**src/rtl/spim_pkg.sv**
```systemverilog
package spim_pkg;
  localparam logic [7:0] A_SRST = 8'h40;
  localparam logic [7:0] A_CTRL = 8'h60;
  localparam logic [7:0] A_STAT = 8'h64;
  localparam logic [7:0] A_TXD  = 8'h68;
  localparam logic [7:0] A_RXD  = 8'h6C;
  localparam logic [7:0] A_SSEL = 8'h70;
  localparam int C_LOOP = 0, C_EN = 1, C_MST = 2, C_CPOL = 3, C_CPHA = 4;
  localparam int C_TXCLR = 5, C_RXCLR = 6, C_MANSS = 7, C_HOLD = 8, C_LSB = 9;
  localparam logic [9:0]  CTRL_KEEP = 10'h39F;
  localparam logic [31:0] SRST_KEY  = 32'h0000_000A;
endpackage

```
**src/rtl/spim_fifo.sv**
```systemverilog
module spim_fifo #(
  parameter int W = 8,
  parameter int DEPTH = 16
) (
  input  logic                       clk,
  input  logic                       rst,
  input  logic                       flush,
  input  logic                       push,
  input  logic                       pop,
  input  logic [W-1:0]               din,
  output logic [W-1:0]               dout,
  output logic                       full,
  output logic                       empty,
  output logic [$clog2(DEPTH+1)-1:0] cnt
);
  localparam int AW = (DEPTH > 1) ? $clog2(DEPTH) : 1;
  localparam int CW = $clog2(DEPTH+1);

  logic [W-1:0]  mem [DEPTH];
  logic [AW-1:0] wp, rp;
  logic          do_push, do_pop;

  assign full    = (cnt == CW'(DEPTH));
  assign empty   = (cnt == '0);
  assign do_push = push && !full;
  assign do_pop  = pop && !empty;
  assign dout    = mem[rp];

  always_ff @(posedge clk)
    if (do_push) mem[wp] <= din;

  always_ff @(posedge clk) begin
    if (rst || flush) begin
      wp  <= '0;
      rp  <= '0;
      cnt <= '0;
    end else begin
      if (do_push) wp <= (wp == AW'(DEPTH-1)) ? '0 : wp + 1'b1;
      if (do_pop)  rp <= (rp == AW'(DEPTH-1)) ? '0 : rp + 1'b1;
      cnt <= cnt + CW'(do_push) - CW'(do_pop);
    end
  end
endmodule

```
**src/rtl/spim_shift.sv**
```systemverilog
module spim_shift #(
  parameter int W = 8,
  parameter int DIV = 2
) (
  input  logic         clk,
  input  logic         rst,
  input  logic         start,
  input  logic [W-1:0] word,
  input  logic         cpol,
  input  logic         cpha,
  input  logic         lsb,
  input  logic         loop,
  input  logic         miso,
  output logic         busy,
  output logic         done,
  output logic [W-1:0] rx_word,
  output logic         sclk,
  output logic         mosi
);
  localparam int CW = (DIV > 1) ? $clog2(DIV) : 1;
  localparam int EW = $clog2(2*W) + 1;
  localparam int LAST = 2*W - 1;

  logic [CW-1:0] cnt;
  logic [EW-1:0] ecnt;
  logic          ph;
  logic [W-1:0]  tx_sh, rx_sh;
  logic          tick, smp, cur, rxbit;

  assign tick  = busy && (cnt == CW'(DIV-1));
  assign smp   = (~ecnt[0]) ^ cpha;
  assign cur   = lsb ? tx_sh[0] : tx_sh[W-1];
  assign rxbit = loop ? mosi : miso;
  assign sclk  = cpol ^ ph;
  assign rx_word = rx_sh;

  always_ff @(posedge clk) begin
    if (rst) begin
      busy <= 1'b0; done <= 1'b0; cnt <= '0; ecnt <= '0; ph <= 1'b0;
      tx_sh <= '0; rx_sh <= '0; mosi <= 1'b0;
    end else begin
      done <= 1'b0;
      if (start) begin
        busy <= 1'b1; cnt <= '0; ecnt <= '0; ph <= 1'b0;
        if (cpha) tx_sh <= word;
        else begin
          mosi  <= lsb ? word[0] : word[W-1];
          tx_sh <= lsb ? (word >> 1) : (word << 1);
        end
      end else if (busy) begin
        if (tick) begin
          cnt  <= '0;
          ph   <= ~ph;
          ecnt <= ecnt + 1'b1;
          if (smp) rx_sh <= lsb ? {rxbit, rx_sh[W-1:1]} : {rx_sh[W-2:0], rxbit};
          else begin
            mosi  <= cur;
            tx_sh <= lsb ? (tx_sh >> 1) : (tx_sh << 1);
          end
          if (ecnt == EW'(LAST)) begin
            busy <= 1'b0;
            done <= 1'b1;
          end
        end else cnt <= cnt + 1'b1;
      end
    end
  end
endmodule

```
**src/rtl/spim_ctrl.sv**
```systemverilog
module spim_ctrl
  import spim_pkg::*;
#(
  parameter int W = 8,
  parameter int DEPTH = 16,
  parameter int DIV = 2,
  parameter int SS_W = 32
) (
  input  logic            clk,
  input  logic            rst,
  input  logic            bus_wr,
  input  logic            bus_rd,
  input  logic [7:0]      bus_addr,
  input  logic [31:0]     bus_wdata,
  output logic [31:0]     bus_rdata,
  output logic            sclk,
  output logic            mosi,
  input  logic            miso,
  output logic [SS_W-1:0] ss_n
);
  localparam int CW = $clog2(DEPTH+1);

  logic [9:0]   ctrl_q;
  logic         srst_q, lrst;
  logic         tx_push, tx_full, tx_empty, tx_flush;
  logic         rx_pop, rx_full, rx_empty, rx_flush;
  logic [CW-1:0] tx_cnt, rx_cnt;
  logic [W-1:0] tx_dout, rx_dout, rx_word;
  logic         start, busy, done;
  logic         wr_ctrl;

  assign lrst     = rst || srst_q;
  assign wr_ctrl  = bus_wr && (bus_addr == A_CTRL);
  assign tx_flush = wr_ctrl && bus_wdata[C_TXCLR];
  assign rx_flush = wr_ctrl && bus_wdata[C_RXCLR];
  assign tx_push  = bus_wr && (bus_addr == A_TXD);
  assign rx_pop   = bus_rd && (bus_addr == A_RXD);
  assign start    = ctrl_q[C_EN] && ctrl_q[C_MST] && !ctrl_q[C_HOLD] && !tx_empty && !busy;

  spim_fifo #(.W(W), .DEPTH(DEPTH)) u_txf (
    .clk(clk), .rst(lrst), .flush(tx_flush), .push(tx_push), .pop(start),
    .din(bus_wdata[W-1:0]), .dout(tx_dout), .full(tx_full), .empty(tx_empty), .cnt(tx_cnt));

  spim_fifo #(.W(W), .DEPTH(DEPTH)) u_rxf (
    .clk(clk), .rst(lrst), .flush(rx_flush), .push(done), .pop(rx_pop),
    .din(rx_word), .dout(rx_dout), .full(rx_full), .empty(rx_empty), .cnt(rx_cnt));

  spim_shift #(.W(W), .DIV(DIV)) u_sh (
    .clk(clk), .rst(lrst), .start(start), .word(tx_dout),
    .cpol(ctrl_q[C_CPOL]), .cpha(ctrl_q[C_CPHA]), .lsb(ctrl_q[C_LSB]), .loop(ctrl_q[C_LOOP]),
    .miso(miso), .busy(busy), .done(done), .rx_word(rx_word), .sclk(sclk), .mosi(mosi));

  always_ff @(posedge clk) begin
    if (rst) srst_q <= 1'b0;
    else     srst_q <= bus_wr && (bus_addr == A_SRST) && (bus_wdata == SRST_KEY);
  end

  always_ff @(posedge clk) begin
    if (lrst) begin
      ctrl_q <= '0;
      ss_n   <= '1;
    end else if (bus_wr) begin
      if (bus_addr == A_CTRL) ctrl_q <= bus_wdata[9:0] & CTRL_KEEP;
      if (bus_addr == A_SSEL) ss_n   <= bus_wdata[SS_W-1:0];
    end
  end

  always_ff @(posedge clk) begin
    if (lrst) bus_rdata <= '0;
    else if (bus_rd) begin
      case (bus_addr)
        A_CTRL:  bus_rdata <= {22'd0, ctrl_q};
        A_STAT:  bus_rdata <= {27'd0, 1'b0, tx_full, tx_empty, rx_full, rx_empty};
        A_RXD:   bus_rdata <= rx_empty ? 32'd0 : 32'(rx_dout);
        A_SSEL:  bus_rdata <= 32'(ss_n);
        default: bus_rdata <= '0;
      endcase
    end
  end
endmodule

```
**config.mk**
```make
export PLATFORM = sky130hd
export DESIGN_NAME = spim_ctrl
export DESIGN_NICKNAME = d
export VERILOG_FILES = /design/src/rtl/spim_pkg.sv /design/src/rtl/spim_fifo.sv /design/src/rtl/spim_shift.sv /design/src/rtl/spim_ctrl.sv
export SDC_FILE = /design/constraint.sdc
export NUM_CORES = 1
export LEC_CHECK = 0
export ABC_CLOCK_PERIOD_IN_PS = 3100
export BUFFER_PORTS_ARGS = -buffer_cell sky130_fd_sc_hd__buf_2
export CELL_PAD_IN_SITES_DETAIL_PLACEMENT = 0
export CELL_PAD_IN_SITES_GLOBAL_PLACEMENT = 1
export CORE_MARGIN = 2
export CORE_UTILIZATION = 40
export CTS_BUF_LIST = sky130_fd_sc_hd__clkbuf_8
export DETAILED_ROUTE_END_ITERATION = 10
export HOLD_SLACK_MARGIN = 0.15
export PLACE_DENSITY = 0.68
export SETUP_SLACK_MARGIN = 0.3
export SYNTH_ARGS = -nofsm -noshare
export SYNTH_HDL_FRONTEND = slang
export SYNTH_SLANG_ARGS = --single-unit
```
**constraint.sdc**
```tcl
create_clock -name clk -period 3.1 [get_ports clk]
set_input_delay 0 -clock clk [delete_from_list [all_inputs] [get_ports clk]]
set_output_delay 0 -clock clk [all_outputs]
set_load 0.1 [all_outputs]
```
== Word level (Yosys, flattened, before mapping) ==
Memory sizes are Yosys's and may differ from the RTL's. A register that Yosys moved wholly into a read port is not among the register bits.
Cells that the tools add are included.

* Register bits after elaboration: 125
* RAM bits: 256
* Input bits: 45
* Output and inout port bits: 66
* Word-level logic and storage cells: 126
* Memories: 2

{| class="wikitable"
|+ Memory list
! name !! words !! width !! read ports !! clocked after Yosys merged registers in !! write ports !! line !! text
|-
| u_rxf.mem || 16 || 8 || 1 || 1 || 1 || spim_fifo.sv:19 || <nowiki>logic [W-1:0] mem [DEPTH];</nowiki>
|-
| u_txf.mem || 16 || 8 || 1 || 1 || 1 || spim_fifo.sv:19 ||
|}

* Add/subtract/negate cells: 10
* Equal/unequal tests: 16
* Mux-type cells: 36
* Bitwise operators: 7
* Reductions and logical operators: 37

{| class="wikitable"
|+ Operators by type and width
! cell !! count
|-
| $pmux W32 S4 || 1
|-
| $mux W8 || 9
|-
| $eq A8 B7 Y1 const B || 6
|-
| $eq A32 B4 Y1 const B || 1
|-
| $mux W4 || 8
|-
| $mux W1 || 18
|-
| $add A4 B1 Y4 const B || 4
|-
| $eq A4 B4 Y1 const B || 4
|-
| $logic_and A1 B1 Y1 || 16
|-
| $add A5 B1 Y5 || 2
|-
| $eq A5 B5 Y1 const B || 2
|-
| $logic_not A5 Y1 || 2
|-
| $sub A5 B1 Y5 || 2
|-
| $reduce_and A4 Y1 || 2
|-
| $logic_not A1 Y1 || 6
|-
| $reduce_and A2 Y1 || 3
|-
| $add A5 B1 Y5 const B || 1
|-
| $eq A5 B4 Y1 const B || 1
|-
| $not A1 Y1 || 5
|-
| $ne A2 B2 Y1 const B || 2
|-
| $reduce_bool A2 Y1 || 2
|-
| $reduce_or A4 Y1 || 1
|-
| $logic_or A1 B1 Y1 || 3
|-
| $reduce_and A3 Y1 || 1
|-
| other kinds (3) || 4
|}

== Depth between registers and ports, before layout ==
* Depth in word-level cells: 7
* Mapped depth: 16
* Mapped depth without buffers: 15

== By module ==
Synthesis repeated with hierarchy kept, for this count alone.

* Cells, all modules: 1137
* Area total of the unflattened synthesis: 15996.6 um^2

{| class="wikitable"
|+ Modules (own cells, without submodules)
! module !! instances !! cells each !! area an instance (um^2) !! sequential area each (um^2)
|-
| spim_fifo at u_rxf || 1 || 307 || 5820.6 || 4184.0
|-
| spim_fifo at u_txf || 1 || 314 || 5721.7 || 4184.0
|-
| spim_ctrl || 1 || 354 || 3017.9 || 1461.4
|-
| spim_shift || 1 || 162 || 1436.4 || 520.5
|}

== Worst setup path before layout ==
Ideal clock, no wire load.

* Kind: register to register
* From: register u_txf.cnt[3]
* To: register u_txf.cnt[4]
* Setup time: 0.070 ns
* Arrival time: 2.732 ns
* Data required time: 3.030 ns
* Setup slack: 0.298 ns
* Stages on the path, launching flop included: 17
* Path buffers: 1
* Clock period less this slack: 2.802 ns
* Path through: dfxtp_1 -> inv_1 -> ha_1 -> or3b_2 -> o21ai_1 -> inv_1 -> clkbuf_1 -> ha_1 -> inv_1 -> ha_1 -> inv_1 -> fa_1 -> inv_1 -> a21oi_1 -> nor2_1 -> or3_1 -> a21oi_1

* Word-level cells in the longest chain between the ends: 6
* Elaborated cells between the ends (all ways): 10
* Classes of those cells: add/sub: 2; eq/ne: 1; reduce/logical: 7

{| class="wikitable"
|+ Ends and longest elaborated chain
! what !! line !! text
|-
| from (decl) || spim_fifo.sv:14 || <nowiki>output logic [$clog2(DEPTH+1)-1:0] cnt</nowiki>
|-
| from (signal assigned) || spim_fifo.sv:40 || <nowiki>cnt <= cnt + CW'(do_push) - CW'(do_pop);</nowiki>
|-
| $logic_not A5 Y1 * || spim_fifo.sv:24 || <nowiki>assign empty = (cnt == '0);</nowiki>
|-
| $logic_not A1 Y1 * || spim_fifo.sv:26, spim_ctrl.sv:38 ||
|-
| $logic_and A1 B1 Y1 (2 in series) || spim_ctrl.sv:38 || <nowiki>assign start = ctrl_q[C_EN] && ctrl_q[C_MST] && !ctrl_q[C_HOLD] && !tx_empty && !busy;</nowiki>
|-
| $logic_and A1 B1 Y1 * || spim_fifo.sv:26 || <nowiki>assign do_pop = pop && !empty;</nowiki>
|-
| net u_txf.do_pop || spim_fifo.sv:21 || <nowiki>logic do_push, do_pop;</nowiki>
|-
| $sub A5 B1 Y5 * || spim_fifo.sv:40 ||
|}

Mark *: on every way through the listed nets, which the timed path passes. The rest lies on a longest branch.
A chain may end at the register's enable or synchronous reset.

== Worst setup path in the final report ==
* From: input bus_addr[3]
* To: register ss_n[28]

* Word-level cells in the longest chain between the ends: 2

{| class="wikitable"
|+ Ends and longest elaborated chain
! what !! line !! text
|-
| from (decl) || spim_ctrl.sv:13 || <nowiki>input logic [7:0] bus_addr,</nowiki>
|-
| $eq A8 B7 Y1 || spim_ctrl.sv:64 || <nowiki>if (bus_addr == A_SSEL) ss_n <= bus_wdata[SS_W-1:0];</nowiki>
|-
| $reduce_and A2 Y1 (no source line) || - ||
|-
| to (signal assigned) || spim_ctrl.sv:64 ||
|-
| to (decl) || spim_ctrl.sv:19 || <nowiki>output logic [SS_W-1:0] ss_n</nowiki>
|}

No other way between the ends.

==> metrics.txt <==
GR Util All Layers=0.195; DRT Wirelength=39700 um; CP Launch Point=bus_addr[3]; Hold/Removal Path Class=input port to flip-flop; mean post-synth cell area=13.8 sq um; IO Pins=111; worst slew pin tran=1.13 ns; Worst Clk Skew=0.0350 ns; CORE AREA=39500 sq um; worst vdd ir=0.000495 V; Via density=5.19; most common cell in the synthesized netlist=edfxtp_1; area leader, netlist=edfxtp_1; layout cell share with drive strength beyond 1=0.242; synth cell count leaders=edfxtp_1 (256), dfxtp_1 (133), nand2_1 (127); pwr dens=516 nW/um^2; Syn Nets=1228; LEAKAGE=6.77 nW; Synth Register Bits=389; die span in x=204 um; # port buffers=110; dpl ws=0.293 ns; Rows=73; P&R area growth vs syn=22.9%; largest net degree at the start of global routing=35; chip height=204 um; Tmin final=2.74 ns; setup_tns=0 ns; DRC viols=0; clock sinks=389; nets@finish=1504; Main synth FF type=edfxtp_1; startpoint type of the worst setup path=input port; final worst slack=0.361 ns; Synth warnings=0; Inserted Clock Buffers=66; Fill cells=3462; Final Max Slew Viols=0; CTS root buf=clkbuf_8; Cells after Synth=1158; period utilization=0.884; Starting Density=0.403; Fmax achieved=0.365 GHz; Post-synth EDFFs=256; Fin. Hold Viols=0; Die Area=41400 sq um; GP Congestion=0.789; antenna violations before repair=2; CP Capture Type=flip-flop; H-tree depth=3; remaining antenna violation count=0; vias in the first global route=10500; Synth cell types=67; Worst EP arrival=3.31 ns; Worst Path Max Fanout=27; wire length on met2=19800 um; Synth area leaders=edfxtp_1 (48%), dfxtp_1 (17%), mux4_2 (7.5%), nand2_1 (3.0%), nor2_1 (2.7%); WL/cell=19.8 um; CP Class=input port to flip-flop; first-pass GRT wire length=61300 um; GR Overflow Total=0; clock latency on the worst-skew pair=0.62 ns; final setup vio count=0; M1 WL=17000 um; Highest Signal Layer=met5; Hold Startpoint=bus_wdata[16]; CTS tree=built; sequential area share after synthesis=0.650; asr flop ratio synth=0; initial DRC count=728; max cap viols=0; worst rel slew slack=0.246; unrepaired setup endpoints after global routing=true; area share of the largest cell type after synthesis=0.482; DR pass1 iterations=5; WL met3=1960 um; deepest clock path buffer count=3; Netlist Area Pre-Place=15900 sq um; clock-pin slew of the registers on the worst-case setup and hold paths=0.06 ns; RR Startpoint=u_txf.cnt[2]$_SDFF_PP0_; status=complete, no violations; worst hold slack=0.216 ns; data required time of the worst path=3.67 ns; Vias=10400; Post-DP HPWL=26300 um
==> routing by layer <==
metal,global-route usage,vias to the layer above
li1,-,4926
met3,0.0388,76
met5,0,-
met2,0.325,269
met1,0.253,5147
met4,0.0712,2
==> report_power, final <==
group	internal [mW]	leakage, nW	total, mW	switching (mW)
Clock	2.26	0.714	4.35	2.09
Combinational	0.0983	2.71	0.258	0.159
Sequential	5.49	3.34	5.49	0.00311
==> critical path, cell delays in order <==
cell,delay (ns)
dlygate4sd3_1,0.58
buf_2,0.17
nor4_1,0.65
and2_1,0.24
buf_4,0.23
and3_1,0.28
buf_4,0.35
nand2_1,0.14
nand3_1,0.11
dlygate4sd3_1,0.55
==> layout by cell type, fill, tap and decap left out, types with 8 or more instances in the layout <==
cell type	netlist	layout
edfxtp_1	256	256
mux4_1	8	8
nand3_1	46	46
nand2b_1	10	10
o21ai_0	21	21
buf_2	12	110
inv_1	28	47
xor2_1	12	12
nand2_1	127	127
mux4_2	53	53
xnor2_1	9	9
ha_1	23	21
a211oi_1	15	15
dfxtp_1	133	131
buf_4	6	67
a21oi_1	42	42
clkinv_1	0	8
mux2_2	18	18
clkbuf_8	0	69
dlygate4sd3_1	0	94
nor3_1	14	14
nor2_1	114	113
a22oi_1	24	24
mux2i_1	31	31
==> layout make-up <==
cell class	count	area, sq um	share of cell area
clock inverters	47	288	0.0147
flip-flops and latches	389	10400	0.529
clock buffers	69	950	0.0485
multi-input cells	676	5190	0.265
diodes	1	2.50	0.000128
inverters	28	105	0.00537
well taps	525	657	0.0336
repair buffers	273	2030	0.103
==> what timing repair did <==
item	4_1_cts	5_1_grt
setup buffers	0	3
hold buffers	94	0
resized for setup	1	12
setup endpoints to repair	1	3
pin swaps	0	3
endpoints found under the hold margin	223	0
==> cell families (layout without fill, tap and decap cells) <==
group / count (synthesis) / count (layout) / share of synthesized area
compound gates: 160 / 160 / 0.0692
fa+ha+maj: 25 / 25 / 0.0206
buf+inv: 93 / 417 / 0.0268
xor+xnor: 21 / 21 / 0.0115
other cells: 0 / 1 / 0
flops: 389 / 389 / 0.650
simple gates: 360 / 360 / 0.102
mux: 110 / 110 / 0.120
==> per-stage QoR <==
step	cells	util	total power, mW	cell area [sq um]
after global routing	2007	0.495	10.5	19600
after floorplan	1158	-	5.69	15900
after global placement	1794	0.438	5.80	17300
after detailed placement	1794	0.438	5.80	17300
final	2008	0.495	10.1	19600
after CTS	2004	0.494	10.2	19500
==> path summary, 6_finish.rpt <==
| check | endpoint | slack (ns) | depth (start not counted) |
|---|---|---|---|
| max | ss_n[28]$_SDFFE_PP1P_ | 0.36 | 10 |
| min | ss_n[16]$_SDFFE_PP1P_ | 0.22 | 4 |
| max reg2reg | u_txf.cnt[4]$_SDFF_PP0_ | 0.39 | 15 |
| min reg2reg | ctrl_q[2]$_SDFFE_PP0P_ | 0.48 | 2 |
==> registers in the layout, summed over array words and instances (netlist names), 4 cells and up, named ones only <==
name and cells:
u_rxf.mem 128, u_txf.mem 128, bus_rdata 32, ss_n 32, ctrl_q 8, u_sh.rx_word 8
u_sh.tx_sh 8, u_rxf.cnt 5, u_sh.ecnt 5, u_txf.cnt 5, u_rxf.rp 4, u_rxf.wp 4
u_txf.rp 4, u_txf.wp 4
No activity file was read; power rests on OpenSTA's default activity.
